**src/rtl/lvl_xfer_pkg.sv**
```systemverilog
package lvl_xfer_pkg;

    localparam int LVL_W = 3;
    localparam int CFG_W = $clog2(LVL_W + 1);

    typedef logic [LVL_W-1:0] lvl_t;
    typedef logic [CFG_W-1:0] cfg_t;

    typedef enum logic [1:0] {
        OP_NONE = 2'd0,
        OP_CALL = 2'd1,
        OP_RET  = 2'd2
    } op_e;

    typedef struct packed {
        op_e  op;
        logic legal;
        logic swap;
        lvl_t next_cur;
        lvl_t next_caller;
    } xfer_res_t;

    // number of active level bits, a zero setting acts as one bit
    function automatic cfg_t eff_bits(cfg_t cfg);
        cfg_t n;
        if (cfg == '0)
            n = cfg_t'(1);
        else if (cfg > cfg_t'(LVL_W))
            n = cfg_t'(LVL_W);
        else
            n = cfg;
        return n;
    endfunction

    function automatic lvl_t lvl_mask(lvl_t v, cfg_t cfg);
        localparam logic [LVL_W:0] ONE = 1;
        logic [LVL_W:0] ones;
        ones = (ONE << eff_bits(cfg)) - ONE;
        return v & ones[LVL_W-1:0];
    endfunction

endpackage

```
**src/rtl/lvl_operand_mask.sv**
```systemverilog
module lvl_operand_mask
    import lvl_xfer_pkg::*;
#(
    parameter int ADDR_W = 32
) (
    input  cfg_t              cfg,
    input  lvl_t              call_raw,
    input  lvl_t              ret_raw,
    input  lvl_t              wr_raw,
    input  logic [ADDR_W-1:0] addr,
    output lvl_t              call_m,
    output lvl_t              ret_m,
    output lvl_t              wr_m,
    output lvl_t              addr_lvl
);
    lvl_t top_bits;
    cfg_t shamt;

    always_comb begin
        call_m   = lvl_mask(call_raw, cfg);
        ret_m    = lvl_mask(ret_raw, cfg);
        wr_m     = lvl_mask(wr_raw, cfg);
        top_bits = addr[ADDR_W-1 -: LVL_W];
        shamt    = cfg_t'(LVL_W) - eff_bits(cfg);
        addr_lvl = top_bits >> shamt;
    end
endmodule

```
**src/rtl/lvl_xfer_judge.sv**
```systemverilog
module lvl_xfer_judge
    import lvl_xfer_pkg::*;
(
    input  logic      wr_en,
    input  logic      call_req,
    input  logic      ret_req,
    input  lvl_t      call_m,
    input  lvl_t      ret_m,
    input  lvl_t      cur,
    input  lvl_t      caller,
    output xfer_res_t res
);
    always_comb begin
        res             = '0;
        res.op          = OP_NONE;
        res.next_cur    = cur;
        res.next_caller = caller;
        if (!wr_en) begin
            if (call_req)
                res.op = OP_CALL;
            else if (ret_req)
                res.op = OP_RET;
        end
        case (res.op)
            OP_CALL: begin
                if (call_m >= cur) begin
                    res.legal       = 1'b1;
                    res.swap        = (call_m != cur);
                    res.next_caller = cur;
                    res.next_cur    = call_m;
                end
            end
            OP_RET: begin
                if (ret_m >= cur) begin
                    res.legal    = 1'b1;
                    res.swap     = (ret_m != cur);
                    res.next_cur = ret_m;
                end
            end
            default: begin
                res.legal = 1'b0;
            end
        endcase
    end
endmodule

```
**src/rtl/lvl_state_regs.sv**
```systemverilog
module lvl_state_regs
    import lvl_xfer_pkg::*;
(
    input  logic      clk,
    input  logic      rst,
    input  logic      wr_en,
    input  logic      wr_sel,
    input  lvl_t      wr_m,
    input  xfer_res_t res,
    output lvl_t      cur_q,
    output lvl_t      caller_q,
    output logic      call_ok,
    output logic      call_bad,
    output logic      ret_ok,
    output logic      ret_bad,
    output logic      stack_swap
);
    always_ff @(posedge clk) begin
        if (rst) begin
            cur_q      <= '0;
            caller_q   <= '0;
            call_ok    <= 1'b0;
            call_bad   <= 1'b0;
            ret_ok     <= 1'b0;
            ret_bad    <= 1'b0;
            stack_swap <= 1'b0;
        end else begin
            cur_q      <= (wr_en && !wr_sel) ? wr_m : res.next_cur;
            caller_q   <= (wr_en &&  wr_sel) ? wr_m : res.next_caller;
            call_ok    <= (res.op == OP_CALL) &&  res.legal;
            call_bad   <= (res.op == OP_CALL) && !res.legal;
            ret_ok     <= (res.op == OP_RET)  &&  res.legal;
            ret_bad    <= (res.op == OP_RET)  && !res.legal;
            stack_swap <= res.swap;
        end
    end
endmodule

```
**src/rtl/lvl_ptr_probe.sv**
```systemverilog
module lvl_ptr_probe
    import lvl_xfer_pkg::*;
(
    input  logic clk,
    input  logic rst,
    input  logic chk_req,
    input  lvl_t addr_lvl,
    input  lvl_t caller,
    output logic chk_done,
    output logic chk_exc
);
    always_ff @(posedge clk) begin
        if (rst) begin
            chk_done <= 1'b0;
            chk_exc  <= 1'b0;
        end else begin
            chk_done <= chk_req;
            chk_exc  <= chk_req && (addr_lvl < caller);
        end
    end
endmodule

```
**src/rtl/lvl_xfer_guard.sv**
```systemverilog
module lvl_xfer_guard
    import lvl_xfer_pkg::*;
#(
    parameter int ADDR_W = 32
) (
    input  logic              clk,
    input  logic              rst,
    input  logic [1:0]        lvl_cfg,
    input  logic              wr_en,
    input  logic              wr_sel,
    input  logic [2:0]        wr_data,
    input  logic              call_req,
    input  logic [2:0]        call_lvl,
    input  logic              ret_req,
    input  logic [2:0]        ret_lvl,
    input  logic              chk_req,
    input  logic [ADDR_W-1:0] chk_addr,
    output logic              call_ok,
    output logic              call_bad,
    output logic              ret_ok,
    output logic              ret_bad,
    output logic              stack_swap,
    output logic              chk_done,
    output logic              chk_exc,
    output logic [2:0]        cur_lvl,
    output logic [2:0]        caller_lvl
);
    lvl_t      call_m, ret_m, wr_m, addr_lvl;
    lvl_t      cur_q, caller_q, cur_v, caller_v;
    xfer_res_t res;

    lvl_operand_mask #(.ADDR_W(ADDR_W)) u_mask (
        .cfg      (lvl_cfg),
        .call_raw (call_lvl),
        .ret_raw  (ret_lvl),
        .wr_raw   (wr_data),
        .addr     (chk_addr),
        .call_m   (call_m),
        .ret_m    (ret_m),
        .wr_m     (wr_m),
        .addr_lvl (addr_lvl)
    );

    assign cur_v    = lvl_mask(cur_q, lvl_cfg);
    assign caller_v = lvl_mask(caller_q, lvl_cfg);

    lvl_xfer_judge u_judge (
        .wr_en    (wr_en),
        .call_req (call_req),
        .ret_req  (ret_req),
        .call_m   (call_m),
        .ret_m    (ret_m),
        .cur      (cur_v),
        .caller   (caller_v),
        .res      (res)
    );

    lvl_state_regs u_regs (
        .clk        (clk),
        .rst        (rst),
        .wr_en      (wr_en),
        .wr_sel     (wr_sel),
        .wr_m       (wr_m),
        .res        (res),
        .cur_q      (cur_q),
        .caller_q   (caller_q),
        .call_ok    (call_ok),
        .call_bad   (call_bad),
        .ret_ok     (ret_ok),
        .ret_bad    (ret_bad),
        .stack_swap (stack_swap)
    );

    lvl_ptr_probe u_probe (
        .clk      (clk),
        .rst      (rst),
        .chk_req  (chk_req),
        .addr_lvl (addr_lvl),
        .caller   (caller_v),
        .chk_done (chk_done),
        .chk_exc  (chk_exc)
    );

    assign cur_lvl    = cur_v;
    assign caller_lvl = caller_v;
endmodule

```
**config.mk**
```make
export PLATFORM = sky130hd
export DESIGN_NAME = lvl_xfer_guard
export DESIGN_NICKNAME = d
export VERILOG_FILES = /design/src/rtl/lvl_xfer_pkg.sv /design/src/rtl/lvl_operand_mask.sv /design/src/rtl/lvl_xfer_judge.sv /design/src/rtl/lvl_state_regs.sv /design/src/rtl/lvl_ptr_probe.sv /design/src/rtl/lvl_xfer_guard.sv
export SDC_FILE = /design/constraint.sdc
export NUM_CORES = 1
export LEC_CHECK = 0
export CORE_ASPECT_RATIO = 1.75
export CORE_MARGIN = 4
export CORE_UTILIZATION = 39
export DETAILED_ROUTE_END_ITERATION = 8
export HOLD_SLACK_MARGIN = 0.08
export PLACE_DENSITY = 0.94
export REMOVE_ABC_BUFFERS = 1
export SLEW_MARGIN = 10
export SYNTH_ARGS = -nofsm -noshare
export SYNTH_HDL_FRONTEND = slang
export SYNTH_SLANG_ARGS = --single-unit
```
**constraint.sdc**
```tcl
create_clock -name clk -period 4.8 [get_ports clk]
set_input_delay 1.44 -clock clk [delete_from_list [all_inputs] [get_ports clk]]
set_output_delay 1.44 -clock clk [all_outputs]
set_load 0.1 [all_outputs]
```
==> results.yml <==
run_status:
  status: "finished clean"
clock_network:
  cts_tree: "done"
  clock_latency_ns: 0.26
  postCtsHoldBufs: 0
  cts-buffers-inserted: 3
  root_buffer: "clkbuf_8"
  cts_max_level: 1
  post_cts_buffers: 0
  clock_path_buffers: 2
  clock-sinks: 13
  clk_pin_slew_ns: 0.06
  ctsResizeCount: 0
power_and_ir_drop:
  power_density_nw_per_um2: 249
  leakage_uw: 0.000578
  ir_worst_vdd_mv: 0.108
setup_path:
  critPathMaxStageDelay_ns: 0.69
  arrival_ns: 2.83
  crit_chain: "clkdlybuf4s50_1 -> and2_4 -> nand2_2 -> inv_1 -> buf_12"
  crit_buf_inv: 3
  crit_required_ns: 3.36
  slowest_stage: "clkdlybuf4s50_1"
  endpoint_kind: "output pin"
  crit_type: "input pin to output pin"
  cpLargestDelayFamily: "buffers and inverters"
  worstSetupStartpointType: "input pin"
  path_max_fanout: 12
grt:
  antenna_found_initial: 0
  grt_use_total: 0.190
  grtUsageMet3: 0.0287
  top_usage_layer: "met2"
  grt-ovfl-total: 0
  grt_max_degree: 13
  grt_pass1_vias: 1046
  grt.met1_usage: 0.185
  grt_pass1_wl_um: 4750
  globalRouteMet2Util: 0.345
sta:
  hold_slack_ns: 0.572
  setup_slack_ns: 0.532
  setup_viol: 0
  worst_pin_slew_ns: 0.982
  timing.setup.tns_ns: 0
  final.min_clock_period_ns: 4.27
  finalHoldViolations: 0
  slew_headroom: 0.343
  finalMaxSlewViolations: 0
  clock.fmax_mhz: 234
  finalCritPeriodShare: 0.889
  rsz0062_at_grt: "no"
  fin_skew_ns: 0.0103
finish:
  antenna_cells_inserted: 0
  area_growth_pct: 39.5
  layout.nets: 207
  drive_gt1_frac: 0.182
  reg_top3: "u_regs.caller_q: 3 flops, u_regs.cur_q: 3 flops"
routing:
  drc: 0
  dr.pass1.iters: 4
  wl_um: 2960
  num_vias: 1018
  drt_iter0_drc: 40
  routed_via_density: 5.85
  ant_nets: 0
  wl_per_cell_um: 17.0
yosys:
  yosys.area.top_type: "dfxtp_1"
  synth_cell_types: 46
  syn_area_per_cell_sq_um: 8.48
  yosysWarningCount: 0
  syn-cell-area_sq_um: 1000
  synth_seq_area_share: 0.260
  synth-edff-count: 0
  async_flop_share: 0
  synth_flop_cell: "dfxtp_1"
  ys_ff_latch: 13
  yosysTopAreaCellShare: 0.260
  syn_inst: 118
  synthTopCellsByArea: "dfxtp_1, ha_1, nand2_1"
placed_design:
  dp_slack_ns: 0.550
  numPortBuffers: 33
  place_hpwl_um: 2340
  routabilityCongestion: 0.927
die:
  dieArea_sq_um: 3470
  die_x_um: 46.3
  start_util: 0.407
  die_y_um: 75.0
  core-area_sq_um: 2460
  pin_count: 63
  row_count: 24
worst_hold_path:
  min_path_type: "flop to flop"
job:
  maxCapViolations: 0
final timing paths:
path,start,endpoint,slack (ns),cells past startpoint
worst max-delay path,lvl_cfg[1],cur_lvl[2],0.53,5
worst max register to register,u_regs.cur_q[1],u_regs.cur_q[1],2.62,8
worst min-delay path,u_regs.caller_q[0],u_regs.caller_q[0],0.57,2
worst min register to register,u_regs.caller_q[0],u_regs.caller_q[0],0.57,2
synth_stat cells (2+ instances only):
cell type,number
nor2b_1,4
inv_1,6
a21oi_1,10
nand3_1,2
nor3_1,2
a311oi_2,2
a21oi_2,2
clkbuf_1,3
mux2_2,2
nor2_1,6
o21ai_0,4
ha_1,8
buf_6,2
dfxtp_1,13
and2_4,3
and3_1,3
mux2i_1,2
nand2_1,16
logic make-up after synthesis:
kind of cell | synth area share
AO/OA/AOI/OAI | 0.221
adder cells (fa/ha/maj) | 0.100
multiplexers | 0.0687
flip-flops | 0.260
buffers and inverters | 0.0750
AND/OR/NAND/NOR | 0.275
where the power goes:
| part | leakage (uW) | switching, uW | internal [uW] |
|---|---|---|---|
| logic | 0.000448 | 78.9 | 50.6 |
| clock network | 0.0000228 | 43.2 | 58.8 |
| registers | 0.000107 | 3.19 | 114 |
| total | 0.000578 | 125 | 223 |
area by class of cell:
class	count	area (sq um)
Multi-Input combinational cell	92	666
Sequential cell	13	260
Tap cell	26	32.5
Clock buffer	4	45.0
Fill cell	208	1070
Timing Repair Buffer	33	370
Inverter	6	22.5
routing by layer:
metal / vias to the layer above / share of wire
li1: 473 / -
met1: 470 / 0.33
met2: 58 / 0.54
met3: 17 / 0.081
met4: 0 / 0.050
met5: - / 0
placed cells by master, fill, tap and decap left out, types with 2 or more instances in the layout:
cell and instances:
a21oi_1 10, a21oi_2 2, a311oi_2 2, and2_4 3, and3_1 3, buf_12 4
clkbuf_8 3, clkdlybuf4s50_1 29, dfxtp_1 13, ha_1 8, inv_1 6, mux2_2 2
mux2i_1 2, nand2_1 16, nand3_1 2, nor2_1 6, nor2b_1 4, nor3_1 2
o21ai_0 4
tightest hold or removal path: cells and delay by family (launching register included):
kind	cells	cell delay (ns)
AND/OR/NAND/NOR	1	0.09
flip-flops	1	0.34
AO/OA/AOI/OAI	1	0.09
per-stage QoR:
step	instances	instance area (sq um)	utilization	total power, uW
final	174	1400	0.567	348
after global routing	174	1400	0.567	360
after CTS	174	1400	0.567	346
after detailed placement	170	1350	0.549	247
after global placement	170	1350	0.549	242
after floorplan	111	948	-	201
(Power assumes the default switching activity.)
